==> src/rtl/vol_cmd_i2c_rx.sv <==
module vol_cmd_i2c_rx #(
  parameter logic [7:0] DEV_ADDR = 8'h88,
  parameter int         FILT_LEN = 3
) (
  input  logic       clk,
  input  logic       rst_n,
  input  logic       scl_i,
  input  logic       sda_i,
  output logic       sda_oe,
  output logic [2:0] l_tens,
  output logic [3:0] l_units,
  output logic [2:0] r_tens,
  output logic [3:0] r_units,
  output logic       mute,
  output logic       vol_upd
);

  logic [1:0]          scl_sy, sda_sy;
  logic [FILT_LEN-1:0] scl_sh, sda_sh;
  logic                scl_f, sda_f, scl_d, sda_d;

  always_ff @(posedge clk or negedge rst_n) begin
    if (!rst_n) begin
      scl_sy <= '1; sda_sy <= '1;
      scl_sh <= '1; sda_sh <= '1;
      scl_f  <= 1'b1; sda_f <= 1'b1;
      scl_d  <= 1'b1; sda_d <= 1'b1;
    end else begin
      scl_sy <= {scl_sy[0], scl_i};
      sda_sy <= {sda_sy[0], sda_i};
      scl_sh <= {scl_sh[FILT_LEN-2:0], scl_sy[1]};
      sda_sh <= {sda_sh[FILT_LEN-2:0], sda_sy[1]};
      if (&scl_sh) scl_f <= 1'b1; else if (~|scl_sh) scl_f <= 1'b0;
      if (&sda_sh) sda_f <= 1'b1; else if (~|sda_sh) sda_f <= 1'b0;
      scl_d <= scl_f;
      sda_d <= sda_f;
    end
  end

  wire start_det = scl_f & scl_d & sda_d & ~sda_f;
  wire stop_det  = scl_f & scl_d & ~sda_d & sda_f;
  wire scl_rise  = scl_f & ~scl_d;
  wire scl_fall  = ~scl_f & scl_d;

  logic       active, in_addr, apply;
  logic [3:0] bcnt;
  logic [7:0] shreg;

  always_ff @(posedge clk or negedge rst_n) begin
    if (!rst_n) begin
      active <= 1'b0; in_addr <= 1'b0; apply <= 1'b0;
      bcnt <= '0; shreg <= '0; sda_oe <= 1'b0;
    end else begin
      apply <= 1'b0;
      if (start_det) begin
        active <= 1'b1; in_addr <= 1'b1; bcnt <= '0; sda_oe <= 1'b0;
      end else if (stop_det) begin
        active <= 1'b0; bcnt <= '0; sda_oe <= 1'b0;
      end else if (active) begin
        if (scl_rise && bcnt < 4'd8) begin
          shreg <= {shreg[6:0], sda_f};
          bcnt  <= bcnt + 4'd1;
        end else if (scl_fall && bcnt == 4'd8) begin
          bcnt <= 4'd9;
          if (!in_addr) begin
            sda_oe <= 1'b1;
            apply  <= 1'b1;
          end else if (shreg == DEV_ADDR) begin
            sda_oe <= 1'b1;
          end else begin
            active <= 1'b0;
          end
        end else if (scl_fall && bcnt == 4'd9) begin
          sda_oe  <= 1'b0;
          bcnt    <= '0;
          in_addr <= 1'b0;
        end
      end
    end
  end

  logic [2:0] nlt, nrt;
  logic [3:0] nlu, nru;
  logic       nmute;
  wire        u_ok = shreg[3:0] <= 4'd9;
  wire        t_ok = ~shreg[3];

  always_comb begin
    nlt = l_tens; nlu = l_units; nrt = r_tens; nru = r_units; nmute = mute;
    if (apply) begin
      case (shreg[7:4])
        4'hD: if (u_ok) begin nlu = shreg[3:0]; nru = shreg[3:0]; end
        4'hA: if (u_ok) nlu = shreg[3:0];
        4'h2: if (u_ok) nru = shreg[3:0];
        4'hE: if (t_ok) begin nlt = shreg[2:0]; nrt = shreg[2:0]; end
        4'hB: if (t_ok) nlt = shreg[2:0];
        4'h3: if (t_ok) nrt = shreg[2:0];
        4'h7: if (shreg[3:1] == 3'b100) nmute = shreg[0];
        4'hF: if (shreg[3:0] == 4'hF) begin
          nlt = 3'd7; nrt = 3'd7; nlu = 4'd9; nru = 4'd9;
        end
        default: ;
      endcase
    end
  end

  always_ff @(posedge clk or negedge rst_n) begin
    if (!rst_n) begin
      l_tens <= '0; l_units <= '0; r_tens <= '0; r_units <= '0;
      mute <= 1'b0; vol_upd <= 1'b0;
    end else begin
      l_tens <= nlt; l_units <= nlu; r_tens <= nrt; r_units <= nru;
      mute <= nmute;
      vol_upd <= {nlt, nlu, nrt, nru, nmute} != {l_tens, l_units, r_tens, r_units, mute};
    end
  end

  // the acknowledge level never moves while SCL is high
  a_r2_ack_steady: assert property (@(posedge clk) disable iff (!rst_n)
    (scl_f && scl_d) |-> $stable(sda_oe));

  // a stop releases SDA
  a_r2_release_on_stop: assert property (@(posedge clk) disable iff (!rst_n)
    stop_det |=> !sda_oe);

  // units fields stay in the decimal range
  a_r8_units_in_range: assert property (@(posedge clk) disable iff (!rst_n)
    (l_units <= 4'd9) && (r_units <= 4'd9));

  // a strobe comes with a changed output
  a_r9_upd_means_change: assert property (@(posedge clk) disable iff (!rst_n)
    vol_upd |-> ({l_tens, l_units, r_tens, r_units, mute} !=
                 $past({l_tens, l_units, r_tens, r_units, mute})));

  // without a strobe the outputs hold
  a_r9_quiet_when_idle: assert property (@(posedge clk) disable iff (!rst_n)
    !vol_upd |-> $stable({l_tens, l_units, r_tens, r_units, mute}));

endmodule

==> config.mk <==
export PLATFORM = sky130hd
export DESIGN_NAME = vol_cmd_i2c_rx
export DESIGN_NICKNAME = d
export VERILOG_FILES = /design/src/rtl/vol_cmd_i2c_rx.sv
export SDC_FILE = /design/constraint.sdc
export NUM_CORES = 1
export LEC_CHECK = 0
export ABC_AREA = 1
export ABC_CLOCK_PERIOD_IN_PS = 2700
export BUFFER_PORTS_ARGS = -buffer_cell sky130_fd_sc_hd__buf_2
export CAP_MARGIN = 5
export CORE_MARGIN = 1.5
export CORE_UTILIZATION = 49
export CTS_CLUSTER_DIAMETER = 60
export DETAILED_ROUTE_END_ITERATION = 10
export MAX_ROUTING_LAYER = met4
export PLACE_DENSITY = 0.67
export SETUP_SLACK_MARGIN = 0.02
export SLEW_MARGIN = 5
export SYNTH_ARGS = -nofsm -noshare
export SYNTH_HDL_FRONTEND = slang
export SYNTH_SLANG_ARGS = --single-unit
==> constraint.sdc <==
create_clock -name clk -period 2.7 [get_ports clk]
set_input_delay 0 -clock clk [delete_from_list [all_inputs] [get_ports clk]]
set_output_delay 0 -clock clk [all_outputs]
set_load 0.1 [all_outputs]
[Yosys cells after proc, flatten, opt, wreduce, memory -nomap -nowiden]
Index checks and enable logic that the tools add are counted.
Storage, ports and cells
  input port bits: 4
  output and inout port bits: 17
  register bits after elaboration: 46
Operators by class
  equal/unequal tests: 21
  order comparisons: 2
  multiplexer cells: 55
  bitwise logic cells: 13
  reductions and logical operators: 20
  add/sub/neg operators: 1
Operator list (count)
  two-way mux 4 bit: 12
  two-way mux 1 bit: 33
  equality test 4 bit, second input constant: 8
  two-way mux 3 bit: 6
  one-hot mux 4 bit (2 select lines): 2
  != test 15 bit: 1
  one-hot mux 3 bit (2 select lines): 2
  != test 2 bit, second input constant: 5
  equality test 4 x 2 -> 1 bit, second input constant: 2
  equality test 8 bit, second input constant: 1
  AND reduction 4 bit: 2
  OR reduction 2 bit: 4
  AND 1 bit: 7
  NOT 1 bit: 6
  AND reduction 3 bit: 2
  OR reduction 3 bit: 2
  != test 5 x 4 -> 1 bit, second input constant: 1
  AND reduction 5 bit: 1
  nonzero test 5 bit: 1
  adder 4 x 1 -> 4 bit, second input constant: 1
  equality test 4 x 3 -> 1 bit, second input constant: 1
  <= comparator 4 bit, second input constant: 1
  less-than comparator 4 bit, second input constant: 1
  nonzero test 2 bit: 2
  6 further kinds: 8

[Depth between registers and ports, before layout]
  depth after elaboration: 9
  mapped depth: 13
  depth with buffers taken out: 13

[Worst setup path before layout]
OpenSTA, ideal clock, no wires.
  path type: register -> register
  from: register r_tens[0]
  to: register vol_upd
  data required time: 2.581 ns
  arrival: 1.817 ns
  stages on the path, launching flop included: 12
  path buffers: 0
  period minus slack after synthesis: 1.935 ns
  library setup time: 0.119 ns
  slack: 0.765 ns
  cell sequence: dfrtp_1 > inv_1 > a21oi_1 > nand2_1 > nand2_1 > nor2_1 > nand2_1 > nand2_1 > nor2_1 > nand2_1 > nor2_1 > nand2_1
Between the ends
  word-level cells in the longest chain between the ends: 4
Ends and longest elaborated chain
  start: declaration: RTL line 12  | output logic [2:0] r_tens,
  start signal: assignment: RTL line 112  | l_tens <= nlt; l_units <= nlu; r_tens <= nrt; r_units <= nru;
  two-way mux 3 bit, on equally long branches: RTL line 99, 95, 97
  one-hot mux 3 bit (2 select lines): RTL line 91  | case (shreg[7:4])
  two-way mux 3 bit: RTL line 90  | if (apply) begin
  != test 15 bit *: RTL line 114  | vol_upd <= {nlt, nlu, nrt, nru, nmute} != {l_tens, l_units, r_tens, r_units, mute};
  end signal: assignment: RTL line 114
  end: declaration: RTL line 15  | output logic vol_upd
Every way passes the cells marked *; elsewhere a longest branch is shown, timed or not.
A chain may end at the register's enable or synchronous reset.

[Worst setup path in the final report]
  from: register shreg[3]
  to: register vol_upd
Between the ends
  word-level cells in the longest chain between the ends: 5
Ends and longest elaborated chain
  start: declaration: RTL line 47  | logic [7:0] shreg;
  start signal: assignment: RTL line 61  | shreg <= {shreg[6:0], sda_f};
  <= comparator 4 bit (tied with other cells): RTL line 85  | wire u_ok = shreg[3:0] <= 4'd9;
  two-way mux 4 bit (tied with other cells): RTL line 92, 94
  one-hot mux 4 bit (2 select lines) (tied with other cells): RTL line 91
  two-way mux 4 bit (tied with other cells): RTL line 90
  != test 15 bit *: RTL line 114
Marked as above.

==> impl_metrics.env <==
export IMPL_outcome="finished, final reports clean"
export IMPL_yosysWarnings=0
export IMPL_wl_um=5610
export IMPL_min_period_ps=2020
export IMPL_die_area_sq_um=5840
export IMPL_p_leak_uw=0.00154
export IMPL_htree_levels=2
export IMPL_max_freq_ghz=0.494
export IMPL_max_cap_violations=0
export IMPL_synth_async_reset_ratio_pct=100
export IMPL_antenna_found_initial=0
export IMPL_diodes=0
export IMPL_hold_path_class="in2reg"
export IMPL_post_cts_resized=0
export IMPL_slowest_delay_ps=580
export IMPL_path_class="reg2reg"
export IMPL_min_delay_start="sda_i"
export IMPL_stdcell_area_sq_um=2930
export IMPL_cts_tree="built"
export IMPL_drive_above_1_share_pct=16.5
export IMPL_synth_net_count=374
export IMPL_hold_slack_ps=335
export IMPL_ys_seq_area_share_pct=44.2
export IMPL_path_max_fanout=13
export IMPL_die_height_um=76.4
export IMPL_fillers=521
export IMPL_period_share_pct=74.9
export IMPL_syn_area_sq_um=2640
export IMPL_crit_family="simple AND/OR/NAND/NOR gates"
export IMPL_cts_max_path_buffers=2
export IMPL_gp_congestion=0.890
export IMPL_dp_cells=452
export IMPL_cp_cell_sequence="inv_1, nor2_1, nand2_1, nand3_1, nand2_1, nand3_1, nand2_1, nor2_1, nand2_1, nor2_1, nand2_1"
export IMPL_grt_ovfl_total=0
export IMPL_fin_cells=463
export IMPL_ios=21
export IMPL_synthCells=367
export IMPL_critical_path_required_ps=2910
export IMPL_drc=0
export IMPL_start_util_pct=51.4
export IMPL_critical_path_startpoint_type="register"
export IMPL_slew_viol_final=0
export IMPL_synth_edff_count=0
export IMPL_tns_ps=0
export IMPL_syn_to_final_growth_pct=10.7
export IMPL_powerDensity_nw_per_um2=636
export IMPL_nets=399
export IMPL_grt_setup_unrepaired="false"
export IMPL_via_per_inst=5.11
export IMPL_grt_pass1_wl_um=9920
export IMPL_ys_types=31
export IMPL_clock_skew_ps=10.5
export IMPL_drtIter0Drc=178
export IMPL_dpl_hpwl_um=4040
export IMPL_cts_buffers=5
export IMPL_grt_pass1_vias=2195
export IMPL_clkLatencyLatePin_ps=310
export IMPL_cp_startpoint="shreg[3]"
export IMPL_relSlewSlack_pct=32.4
export IMPL_synthFlopType="dfrtp_1"
export IMPL_ys_seq_elements=46
export IMPL_track_usage_pct=21.5
export IMPL_cp_data_arrival_time_ps=2230
export IMPL_critPathSlowestCell="dfrtp_1"
export IMPL_crit_path_frequent_cell="nand2_1"
export IMPL_worstMarginPinSlew_ps=1010
export IMPL_cp_end_kind="register"
export IMPL_core_sq_um=5140
export IMPL_vias=2368
export IMPL_rows=26
export IMPL_hold_viol=0
export IMPL_path_buf_inv=1
export IMPL_io_buffers=20
export IMPL_setup_viol=0
export IMPL_ant_nets=0
export IMPL_wl_per_cell_um=12.1
export IMPL_firstDrtPassIters=5
export IMPL_placed_area_sq_um=2800
export IMPL_ir_drop_mv=0.345
export IMPL_cts_root_buf="clkbuf_8"
export IMPL_numClockSinks=46
export IMPL_die_w_um=76.4
export IMPL_syn_avg_cell_area_sq_um=7.20
export IMPL_total_power_uw=1860
export IMPL_grt_max_degree=47
export IMPL_clkTransAtPathRegs_ps=100
export IMPL_crit_reg2reg_launch="shreg[3]"
-- through the flow --
| step | setup WS, ps | util, % |
|---|---|---|
| 4_1_cts | 683 | 56.9 |
| 2_1_floorplan | 765 | - |
| 5_1_grt | 499 | 56.9 |
| 3_3_place_gp | 738 | 54.5 |
| 3_5_place_dp | 704 | 54.5 |
| 6_report | 677 | 56.9 |
-- cell families (layout without fill, tap and decap cells) --
logic type                 Yosys count  after routing  synth area share (%)
and+or+nand+nor                    205            205                  34.0
AOI/OAI and AO/OA                   58             58                  11.9
buffers and inverters               54             80                  8.10
DFF                                 46             46                  44.2
adders and majority gates            3              3                  1.42
xor gates and xnor gates             1              1                 0.331
-- flip-flops by register name, indices dropped and copies added, names as in the netlist, 2 cells and up --
| signal | cells |
|---|---|
| bcnt | 4 |
| l_tens | 3 |
| l_units | 4 |
| r_tens | 3 |
| r_units | 4 |
| scl_sh | 3 |
| scl_sy | 2 |
| sda_sh | 3 |
| sda_sy | 2 |
| shreg | 8 |
-- cell type report --
| class | instances | area [sq um] | share of cell area [%] |
|---|---|---|---|
| clock buffers | 5 | 68.8 | 2.35 |
| well taps | 70 | 87.6 | 2.99 |
| repair buffers | 23 | 130 | 4.45 |
| inverters | 49 | 184 | 6.29 |
| multi-input cells | 267 | 1260 | 43.1 |
| flip-flops and latches | 46 | 1170 | 39.9 |
| clock inverters | 3 | 26.3 | 0.898 |
-- per-layer routing --
| metal | up-vias | global-route usage (%) | part of all wire [%] |
|---|---|---|---|
| met5 | - | - | 0 |
| met4 | 0 | 7.04 | 1.5 |
| met3 | 9 | 3.83 | 4.9 |
| met2 | 62 | 30.6 | 42 |
| met1 | 1066 | 30.8 | 51 |
| li1 | 1231 | - | - |
-- Yosys cell counts, drive strengths merged, types with 3 or more instances --
master,instances,share of area (%)
a21oi,25,4.7
buf,4,0.99
dfrtp,32,30
dfstp,14,14
ha,3,1.4
inv,49,7.0
nand2,102,16
nand3,41,8.1
nor2,54,8.1
nor3,5,1.1
o21ai,25,4.9
-- power by group --
part	internal (uW)	total (uW)	switching, uW
combinational	146	483	337
sequential	795	919	124
clock	193	459	267
-- cells in the final DEF, fill, tap and decap left out, types with 4 or more instances in the layout --
cell	Yosys	final
nand3_1	39	39
dfrtp_1	32	32
nand2_2	8	8
nor3_1	4	4
a21oi_1	25	25
buf_2	3	20
o21ai_0	22	22
inv_1	43	43
nand2_1	92	92
clkbuf_8	0	5
inv_2	6	6
dfstp_2	14	14
nor2_1	51	51
-- final timing paths --
kind / end / slack, ps / cells after the start
max in group asynchronous: r_units[2] / 1680 / 2
worst min-delay path: sda_sy[0] / 340 / 2
worst max register to register: vol_upd / 680 / 11
worst max-delay path: vol_upd / 680 / 11
min in group asynchronous: shreg[3] / 400 / 2
worst min register to register: sda_sy[1] / 360 / 0
-- timing repair --
item | CTS | global route
hold endpoints to repair | 34 | 0
hold buffers | 3 | 0
buffers inserted | 0 | 0
(Power assumes the default switching activity.)
